### config.mk
export PLATFORM = sky130hd
export DESIGN_NAME = ext_bus_seq
export DESIGN_NICKNAME = d
export VERILOG_FILES = /design/src/rtl/ebs_pkg.sv /design/src/rtl/ebs_phase.sv /design/src/rtl/ebs_cycle_ctl.sv /design/src/rtl/ebs_strobe_gen.sv /design/src/rtl/ebs_bus_mux.sv /design/src/rtl/ext_bus_seq.sv
export SDC_FILE = /design/constraint.sdc
export NUM_CORES = 1
export LEC_CHECK = 0
export BUFFER_PORTS_ARGS = -buffer_cell sky130_fd_sc_hd__buf_2
export CORE_UTILIZATION = 35
export CTS_BUF_LIST = sky130_fd_sc_hd__clkbuf_2 sky130_fd_sc_hd__clkbuf_4 sky130_fd_sc_hd__clkbuf_8
export DETAILED_ROUTE_END_ITERATION = 7
export PLACE_DENSITY = 0.63
export SLEW_MARGIN = 10
export SYNTH_ARGS = -nofsm -noshare
export SYNTH_HDL_FRONTEND = slang
export SYNTH_SLANG_ARGS = --single-unit
### constraint.sdc
create_clock -name clk -period 2.81 [get_ports clk]
set_clock_uncertainty 0.15 [all_clocks]
set_input_delay 0 -clock clk [delete_from_list [all_inputs] [get_ports clk]]
set_output_delay 0 -clock clk [all_outputs]
set_load 0.01 [all_outputs]
### src/rtl/ebs_pkg.sv
package ebs_pkg;
  typedef enum logic [1:0] {
    KIND_FETCH_INT = 2'd0,
    KIND_FETCH_EXT = 2'd1,
    KIND_DATA_RD   = 2'd2,
    KIND_DATA_WR   = 2'd3
  } ebs_kind_e;
endpackage

### src/rtl/ebs_phase.sv
module ebs_phase #(
  parameter int PHASES = 12,
  localparam int PW = $clog2(PHASES)
) (
  input  logic          clk,
  input  logic          rst_n,
  output logic [PW-1:0] phase,
  output logic          last
);
  localparam logic [PW-1:0] LAST_P = PW'(PHASES - 1);

  assign last = (phase == LAST_P);

  always_ff @(posedge clk or negedge rst_n) begin
    if (!rst_n) phase <= '0;
    else if (last) phase <= '0;
    else phase <= phase + 1'b1;
  end

  // wrap at the end of the machine cycle
  assert_phase_wrap_R1: assert property (@(posedge clk) disable iff (!rst_n)
    last |=> (phase == '0));
  // single step inside the machine cycle
  assert_phase_step_R1: assert property (@(posedge clk) disable iff (!rst_n)
    !last |=> (phase == PW'($past(phase) + 1'b1)));
endmodule

### src/rtl/ebs_cycle_ctl.sv
module ebs_cycle_ctl
  import ebs_pkg::*;
#(
  parameter int AW       = 16,
  parameter int DW       = 8,
  parameter int INT_SIZE = 32768
) (
  input  logic          clk,
  input  logic          rst_n,
  input  logic          ea_pin,
  input  logic [AW-1:0] pc,
  input  logic          last,
  input  logic          mv_valid,
  input  logic          mv_write,
  input  logic [AW-1:0] mv_addr,
  input  logic [DW-1:0] mv_wdata,
  input  logic          cfg_we,
  input  logic          cfg_quiet,
  output logic          mv_ready,
  output ebs_kind_e     kind,
  output logic [AW-1:0] cyc_addr,
  output logic [DW-1:0] cyc_wdata,
  output logic          ea_int,
  output logic          quiet
);
  ebs_kind_e next_kind;
  logic      pc_beyond;

  assign mv_ready  = last;
  assign pc_beyond = (32'(pc) >= INT_SIZE);

  // strap capture: only while reset is held
  always_ff @(posedge clk) begin
    if (!rst_n) ea_int <= ea_pin;
  end

  always_ff @(posedge clk or negedge rst_n) begin
    if (!rst_n) quiet <= 1'b0;
    else if (cfg_we) quiet <= cfg_quiet;
  end

  always_comb begin
    if (mv_valid) next_kind = mv_write ? KIND_DATA_WR : KIND_DATA_RD;
    else if (!ea_int || pc_beyond) next_kind = KIND_FETCH_EXT;
    else next_kind = KIND_FETCH_INT;
  end

  always_ff @(posedge clk or negedge rst_n) begin
    if (!rst_n) begin
      kind      <= KIND_FETCH_INT;
      cyc_addr  <= '0;
      cyc_wdata <= '0;
    end else if (last) begin
      kind      <= next_kind;
      cyc_addr  <= mv_valid ? mv_addr : pc;
      cyc_wdata <= mv_wdata;
    end
  end

  // an accepted request turns the next cycle into a data cycle
  assert_accept_data_R4: assert property (@(posedge clk) disable iff (!rst_n)
    (mv_valid && mv_ready) |=> (kind == KIND_DATA_RD || kind == KIND_DATA_WR));
  // cycle kind only changes at the cycle boundary
  assert_kind_hold_R4: assert property (@(posedge clk) disable iff (!rst_n)
    !last |=> $stable(kind));
  // strap captured low forces external fetches
  assert_ea_low_fetch_R3: assert property (@(posedge clk) disable iff (!rst_n)
    (last && !mv_valid && !ea_int) |=> (kind == KIND_FETCH_EXT));
  // quiet bit only moves on a load strobe
  assert_quiet_hold_R9: assert property (@(posedge clk) disable iff (!rst_n)
    !cfg_we |=> $stable(quiet));
endmodule

### src/rtl/ebs_strobe_gen.sv
module ebs_strobe_gen
  import ebs_pkg::*;
#(
  parameter int PHASES = 12,
  localparam int PW = $clog2(PHASES)
) (
  input  logic          clk,
  input  logic          rst_n,
  input  logic [PW-1:0] phase,
  input  ebs_kind_e     kind,
  input  logic          quiet,
  input  logic          ea_int,
  input  logic          idle,
  input  logic          pdown,
  output logic          ale,
  output logic          psen_n,
  output logic          rd_n,
  output logic          wr_n,
  output logic          rd_valid
);
  localparam int HALF = PHASES / 2;
  localparam logic [PW-1:0] HALF_P = PW'(HALF);
  localparam logic [PW-1:0] LAST_P = PW'(PHASES - 1);

  logic       is_data;
  logic       second_half;
  logic       ale_base;
  logic       quiet_eff;
  logic [1:0] fetch_win;

  assign is_data     = (kind == KIND_DATA_RD) || (kind == KIND_DATA_WR);
  assign second_half = (phase >= HALF_P);

  // one program strobe window after each latch pulse
  for (genvar h = 0; h < 2; h++) begin : g_win
    assign fetch_win[h] = (phase >= PW'(h * HALF + 2)) &&
                          (phase <= PW'(h * HALF + HALF - 2));
  end

  assign ale_base = is_data ? (phase == '0) : ((phase == '0) || (phase == HALF_P));
  assign quiet_eff = quiet && ea_int;

  always_comb begin
    if (!quiet_eff) ale = ale_base;
    else if (pdown) ale = 1'b0;
    else if (idle) ale = 1'b1;
    else if (is_data || kind == KIND_FETCH_EXT) ale = ale_base;
    else ale = 1'b0;
  end

  assign psen_n   = !((kind == KIND_FETCH_EXT) && (|fetch_win));
  assign rd_n     = !((kind == KIND_DATA_RD) && second_half);
  assign wr_n     = !((kind == KIND_DATA_WR) && second_half);
  assign rd_valid = (kind == KIND_DATA_RD) && (phase == LAST_P);

  // read and write strobes never overlap
  assert_rdwr_excl_R6: assert property (@(posedge clk) disable iff (!rst_n)
    rd_n || wr_n);
  // no program strobe while a data strobe is active
  assert_psen_data_R5: assert property (@(posedge clk) disable iff (!rst_n)
    (!rd_n || !wr_n) |-> psen_n);
  // power-down keeps a quiet latch pulse low
  assert_quiet_pdown_R11: assert property (@(posedge clk) disable iff (!rst_n)
    (quiet && ea_int && pdown) |-> !ale);
  // quiet internal fetch suppresses the pulse
  assert_quiet_int_R9: assert property (@(posedge clk) disable iff (!rst_n)
    (quiet && ea_int && !idle && !pdown && kind == KIND_FETCH_INT) |-> !ale);
  // strap low ignores the quiet bit
  assert_ea_low_ale_R10: assert property (@(posedge clk) disable iff (!rst_n)
    (!ea_int && phase == '0) |-> ale);
endmodule

### src/rtl/ebs_bus_mux.sv
module ebs_bus_mux
  import ebs_pkg::*;
#(
  parameter int AW     = 16,
  parameter int DW     = 8,
  parameter int PHASES = 12,
  localparam int PW = $clog2(PHASES)
) (
  input  logic             clk,
  input  logic             rst_n,
  input  logic [PW-1:0]    phase,
  input  ebs_kind_e        kind,
  input  logic [AW-1:0]    cyc_addr,
  input  logic [DW-1:0]    cyc_wdata,
  output logic [AW-DW-1:0] hi_out,
  output logic [DW-1:0]    lo_out,
  output logic             lo_oe
);
  localparam int HALF = PHASES / 2;
  localparam logic [PW-1:0] HALF_P = PW'(HALF);

  logic first_half;
  logic ext_addr_slot;

  assign hi_out     = cyc_addr[AW-1:DW];
  assign first_half = (phase < HALF_P);
  assign ext_addr_slot = (phase == '0) || (phase == PW'(1)) ||
                         (phase == HALF_P) || (phase == PW'(HALF + 1));

  always_comb begin
    lo_out = cyc_addr[DW-1:0];
    lo_oe  = 1'b0;
    unique case (kind)
      KIND_FETCH_INT: lo_oe = 1'b0;
      KIND_FETCH_EXT: lo_oe = ext_addr_slot;
      KIND_DATA_RD:   lo_oe = first_half;
      KIND_DATA_WR: begin
        lo_oe = 1'b1;
        if (!first_half) lo_out = cyc_wdata;
      end
      default: lo_oe = 1'b0;
    endcase
  end

  // the high address only moves at the machine-cycle boundary
  assert_hi_hold_R8: assert property (@(posedge clk) disable iff (!rst_n)
    (phase != '0) |-> $stable(hi_out));
endmodule

### src/rtl/ext_bus_seq.sv
module ext_bus_seq
  import ebs_pkg::*;
#(
  parameter int AW       = 16,
  parameter int DW       = 8,
  parameter int PHASES   = 12,
  parameter int INT_SIZE = 32768
) (
  input  logic             clk,
  input  logic             rst_n,
  input  logic             ea_pin,
  input  logic [AW-1:0]    pc,
  input  logic             mv_valid,
  output logic             mv_ready,
  input  logic             mv_write,
  input  logic [AW-1:0]    mv_addr,
  input  logic [DW-1:0]    mv_wdata,
  output logic             rd_valid,
  output logic [DW-1:0]    rd_data,
  input  logic             cfg_we,
  input  logic             cfg_quiet,
  input  logic             idle,
  input  logic             pdown,
  output logic             ale,
  output logic             psen_n,
  output logic             rd_n,
  output logic             wr_n,
  output logic [AW-DW-1:0] hi_out,
  output logic [DW-1:0]    lo_out,
  output logic             lo_oe,
  input  logic [DW-1:0]    lo_in
);
  localparam int PW = $clog2(PHASES);

  logic [PW-1:0] phase;
  logic          last;
  ebs_kind_e     kind;
  logic [AW-1:0] cyc_addr;
  logic [DW-1:0] cyc_wdata;
  logic          ea_int;
  logic          quiet;

  ebs_phase #(.PHASES(PHASES)) u_phase (
    .clk(clk), .rst_n(rst_n), .phase(phase), .last(last)
  );

  ebs_cycle_ctl #(.AW(AW), .DW(DW), .INT_SIZE(INT_SIZE)) u_ctl (
    .clk(clk), .rst_n(rst_n), .ea_pin(ea_pin), .pc(pc), .last(last),
    .mv_valid(mv_valid), .mv_write(mv_write), .mv_addr(mv_addr),
    .mv_wdata(mv_wdata), .cfg_we(cfg_we), .cfg_quiet(cfg_quiet),
    .mv_ready(mv_ready), .kind(kind), .cyc_addr(cyc_addr),
    .cyc_wdata(cyc_wdata), .ea_int(ea_int), .quiet(quiet)
  );

  ebs_strobe_gen #(.PHASES(PHASES)) u_strobe (
    .clk(clk), .rst_n(rst_n), .phase(phase), .kind(kind), .quiet(quiet),
    .ea_int(ea_int), .idle(idle), .pdown(pdown), .ale(ale),
    .psen_n(psen_n), .rd_n(rd_n), .wr_n(wr_n), .rd_valid(rd_valid)
  );

  ebs_bus_mux #(.AW(AW), .DW(DW), .PHASES(PHASES)) u_mux (
    .clk(clk), .rst_n(rst_n), .phase(phase), .kind(kind),
    .cyc_addr(cyc_addr), .cyc_wdata(cyc_wdata),
    .hi_out(hi_out), .lo_out(lo_out), .lo_oe(lo_oe)
  );

  assign rd_data = lo_in;

  // the low port is released whenever the read strobe is low
  assert_read_release_R7: assert property (@(posedge clk) disable iff (!rst_n)
    !rd_n |-> !lo_oe);
endmodule

Word level (Yosys, flattened, before mapping)
Index checks and enable logic that the tools add are counted.
{ "word_totals": {"output_inout_bits": 31, "inputBits": 57, "elab_cells": 55, "regBits": 32} }
{ "classes": {"order_cmp": 7, "n_eq_ne": 7, "n_reduce_logical": 21, "n_addsub": 1, "mux": 13} }
{ "ops": {"columns": ["cell", "count"], "rows": [
  [">= comparator 16 bit (second input constant)", 1],
  ["two-way mux 16 bit", 1],
  ["two-way mux 8 bit", 2],
  ["equality test 4 x 3 -> 1 bit (second input constant)", 2],
  ["logical AND 1 bit", 7],
  ["logical OR 1 bit", 7],
  ["two-way mux 1 bit", 7],
  ["adder 4 x 1 -> 4 bit (second input constant)", 1],
  ["equality test 2 bit (second input constant)", 2],
  ["equality test 4 x 1 -> 1 bit (second input constant)", 1],
  ["equality test 4 bit (second input constant)", 1],
  [">= comparator 4 x 2 -> 1 bit (second input constant)", 1],
  [">= comparator 4 x 3 -> 1 bit (second input constant)", 1],
  [">= comparator 4 bit (second input constant)", 1],
  ["<= comparator 4 x 3 -> 1 bit (second input constant)", 1],
  ["<= comparator 4 bit (second input constant)", 1],
  ["zero test 1 bit", 4],
  ["zero test 4 bit", 1],
  ["< comparator 4 x 3 -> 1 bit (second input constant)", 1],
  ["two-way mux 4 bit", 1],
  ["case mux 1 bit (4 select lines)", 1],
  ["equality test 2 x 1 -> 1 bit (second input constant)", 1],
  ["zero test 2 bit", 1],
  ["two-way mux 2 bit", 1],
  ["OR reduction 2 bit", 1]
]} }

Logic depth before layout (Yosys ltp)
{ "logic_depth": {"ltp_word": 7, "depth_mapped": 6, "depth_no_buf": 5} }

By module
Synthesis repeated with hierarchy kept, for this count alone.
{ "unflattened": {"cells_unflattened": 165, "hier_area_um2": 1850.5} }
{ "modules_own_cells": {"columns": ["module", "seq_area_each_um2", "cells_each", "area_per_inst_um2", "n_inst"], "rows": [
  ["ebs_cycle_ctl", 705.7, 99, 1202.4, 1],
  ["ebs_bus_mux", 0.0, 25, 262.8, 1],
  ["ebs_phase", 100.1, 14, 180.2, 1],
  ["ebs_strobe_gen", 0.0, 19, 145.1, 1],
  ["ext_bus_seq", 0.0, 8, 60.1, 1]
]} }

Least setup slack after synthesis
No wires, ideal clock.
{ "synth_path": {"path_type": "flip-flop to flip-flop", "from": "reg u_phase.phase[1]", "to": "reg u_ctl.cyc_wdata[3]", "setup_ns": 0.125, "n_path_buf": 2, "stages_incl_launch_ff": 6, "arrival_ns": 1.314, "path_slack_ns": 1.221, "period_less_slack_ns": 1.589, "required_time_ns": 2.535, "path_cell_list": "dfrtp_1 -> ha_1 -> nand3b_4 -> buf_6 -> buf_8 -> mux2_4"} }
{ "synth_between": {"elab_chain_cells": 1} }
{ "synth_rtl": {"columns": ["item", "line", "source"], "rows": [
  ["start, declared", "ebs_phase.sv:7", "output logic [PW-1:0] phase,"],
  ["start signal, assigned", "ebs_phase.sv:17", "else phase <= phase + 1'b1;"],
  ["equality test 4 bit", "ebs_phase.sv:12", "assign last = (phase == LAST_P);"],
  ["end signal, assigned", "ebs_cycle_ctl.sv:56", "cyc_wdata <= mv_wdata;"],
  ["end, declared", "ebs_cycle_ctl.sv:22", "output logic [DW-1:0] cyc_wdata,"]
]} }
Every way passes these cells.
A chain may end at the register's enable or synchronous reset.

Worst setup path in the final report
{ "layout_path": {"from": "reg u_phase.phase[1]", "to": "out rd_valid"} }
{ "layout_between": {"elab_chain_cells": 2} }
{ "layout_rtl": {"columns": ["item", "line", "source"], "rows": [
  ["equality test 4 bit", "ebs_strobe_gen.sv:54", "assign rd_valid = (kind == KIND_DATA_RD) && (phase == LAST_P);"],
  ["logical AND 1 bit", "ebs_strobe_gen.sv:54", null],
  ["end, declared", "ext_bus_seq.sv:18", "output logic rd_valid,"]
]} }
Every way passes these cells.

==> results_dict.tcl <==
set metrics [dict create \
    cpPeakStageDelay_ns 0.48 \
    post_cts_buffers 0 \
    yosys.area.top_type_share_pct 42.1 \
    crit_type "reg2out" \
    io-pin-count 88 \
    sw_frac_of_total_pct 24.1 \
    worst-path-buf-inv 1 \
    clk_latency_ns 0.27 \
    synth_edf_count 1 \
    setup_viol 0 \
    wl_per_cell_um 12.7 \
    nets 337 \
    hold_path.class "in2async" \
    drt_pass1_iterations 4 \
    drv_slew 0 \
    grt_max_degree 46 \
    yosys-top-cells-area "dfrtp_1 (42%), mux2i_1 (8.7%), mux2_2 (8.6%)" \
    ant_nets 0 \
    post_cts_resized 0 \
    avgSynthCellArea_sq_um 10.8 \
    die_w_um 74.6 \
    switching_power_uw 253 \
    max_slew_margin_pct 62.5 \
    r2r_setup_slack_ns 0.88 \
    synth_area_leader_cell "dfrtp_1" \
    endpoint_kind "output port" \
    total_power_uw 1050 \
    fmax_mhz 469 \
    cts_root_buf "clkbuf_8" \
    grt_pass1_vias 1543 \
    synth_cell_types 34 \
    p_clk_share_pct 32.0 \
    syn_nets 231 \
    diodes 0 \
    yosysWarnings 0 \
    synth_most_common_cell "dfrtp_1" \
    cts_buffers 5 \
    comb_power_share_pct 19.6 \
    p_per_area_mw_per_mm2 387 \
    p_int_uw 797 \
    grt_usage_pct 16.6 \
    drt_wl_total_um 4380 \
    start_util_pct 36.3 \
    setup_ws_ns 0.679 \
    grt_setup_unrepaired "false" \
    finalHoldViolations 0 \
    final.fill_count 479 \
    synthArstFlopShare_pct 96.9 \
    maxCapViolCount 0 \
    cts.sinks 32 \
    portBuffers 71 \
    area_growth_pct 47.0 \
    pre_cts_ws_ns 0.892 \
    worstPathMaxFanout 45 \
    syn_area_sq_mm 0.00184 \
    p_leak_uw 0.00138 \
    crit_arrival_ns 1.98 \
    ff2ff_path_depth 3 \
    wl_met1_um 1780 \
    wl_met3_um 204 \
    dr_wl_met2_um 2360 \
    first_iter_violations 51 \
    max-clock-path-buffers 2 \
    seq_area_sq_um 806 \
    postCtsHoldBufs 53 \
    cts_tree "built" \
    synthFlopType "dfrtp_1" \
    htreeDepth 2 \
    yosysSeqAreaShare_pct 43.7 \
    yosys_register_bits 32 \
    min_period_over_period_pct 75.8 \
    vias_per_cell 4.55 \
    fin_setup_tns_ns 0 \
    antenna_found_initial 0 \
    cts.clk_slew.worst_paths_ns 0.06 \
    r2r_end "u_ctl.cyc_wdata[6]" \
    hold_slack_ns 0.0319 \
    worstMarginPinSlew_ns 0.562 \
    grt_pass1_wl_um 6860 \
    finalWeightedCongestion 0.798 \
    grt-ovfl-total 0 \
    critPathTopFamily "simple AND/OR/NAND/NOR gates" \
    cp_cell_sequence "ha_1 > nand3b_4 > nor3b_1 > buf_2" \
    synthCells 170 \
    min_period_ns 2.13 \
    multi_input_area_sq_um 818 \
    final_layout_size_suffix_gt1_share_pct 37.0 \
    die_h_um 74.6 \
    highest_layer "met4" \
    core_area_sq_mm 0.00507 \
    dp_hpwl_um 2570 \
    r2r_start "u_phase.phase[1]" \
    critPathSlowestCell "dfrtp_1" \
    routed-via-count 1575 \
    synthTopCellsByCount "dfrtp_1 (31), o21ai_0 (22), nand2_1 (21), buf_4 (18), mux2i_1 (16)" \
    ir_drop_v 0.000254 \
    p_seq_share_pct 48.4 \
    rows 26 \
    drc 0 \
    dieArea_sq_mm 0.00556 \
    critPathLaunchType "flip-flop" \
    status "complete, no violations" \
    crit_required_ns 2.66 \
]
[how the worst max path moves through the flow]
stage / start / end / slack (ns) / cells past startpoint
6_report: u_phase.phase[1] / rd_valid / 0.68 / 4
3_5_place_dp: u_phase.phase[1] / u_ctl.cyc_wdata[4] / 0.89 / 3
3_3_place_gp: u_phase.phase[1] / u_ctl.cyc_wdata[4] / 0.94 / 3
4_1_cts: u_phase.phase[1] / rd_valid / 0.66 / 4
5_1_grt: u_phase.phase[1] / rd_valid / 0.56 / 4
2_1_floorplan: u_phase.phase[1] / u_ctl.cyc_wdata[3] / 1.22 / 5
[layout by cell type, fill, tap and decap left out, drive strengths merged]
cell type	instances
dlygate4sd3	53
dfrtp	31
edfxtp	1
o21ba	1
and3	1
buf	72
nor2b	1
nand2	21
nor2	3
nand3b	2
a21o	2
o22ai	1
a221oi	1
nor3	1
clkinv	1
nor4b	1
nand3	1
mux2i	16
nand2b	3
a21oi	1
o21ai	22
nor3b	2
nor4bb	1
a211oi	1
inv	6
o32ai	1
xnor2	1
clkbuf	6
ha	4
mux2	18
[state kept, by name, summed over array words and instances, names as in the netlist]
name / count
u_ctl.cyc_wdata: 8
u_ctl.quiet: 1
u_phase.phase: 4
u_ctl.kind: 2
u_ctl.cyc_addr: 16
u_ctl.ea_int: 1
[stage by stage]
step                util, %  cells  area [sq um]
floorplan                 -    170          1840
global placement       41.3    286          2100
detailed placement     41.3    286          2100
CTS                    53.4    346          2710
global route           53.4    346          2710
finish                 53.4    346          2710
[power by group through the flow]
stage / clock network (uW) / registers [uW] / logic, uW
6_report: 336 / 508 / 206
3_3_place_gp: 0 / 516 / 131
5_1_grt: 367 / 512 / 228
4_1_cts: 347 / 509 / 203
2_1_floorplan: 0 / 510 / 94.1
3_5_place_dp: 0 / 517 / 134
[cell families (layout without fill, tap and decap cells)]
kind of cell / count (synthesis) / count (layout) / synth area share (%)
simple gates: 37 / 37 / 10.9
mux: 34 / 34 / 20.5
flops: 32 / 32 / 43.7
buf+inv: 32 / 138 / 11.9
compound gates: 30 / 30 / 9.84
fa+ha+maj: 4 / 4 / 2.72
xor+xnor: 1 / 1 / 0.475
[per-layer routing]
layer	global-route usage, %	up-vias
met2	30.5	63
met1	19.3	733
met4	5.03	0
met5	0	-
met3	3.39	4
li1	-	775
[worst reg2reg max path: stages (launching register included)]
cell      delay, ns
dfrtp_1        0.48
ha_1           0.31
nand3b_4       0.41
mux2_4         0.46
[cell type report]
class                           instances  area share [%]
Clock buffer                            6            2.82
Sequential cell                        32            29.7
Inverter                                6           0.831
Multi-Input combinational cell        106            30.2
Timing Repair Buffer                  125            33.0
Clock inverter                          1           0.185
Tap cell                               70            3.23
No activity file was read; power rests on OpenSTA's default activity.
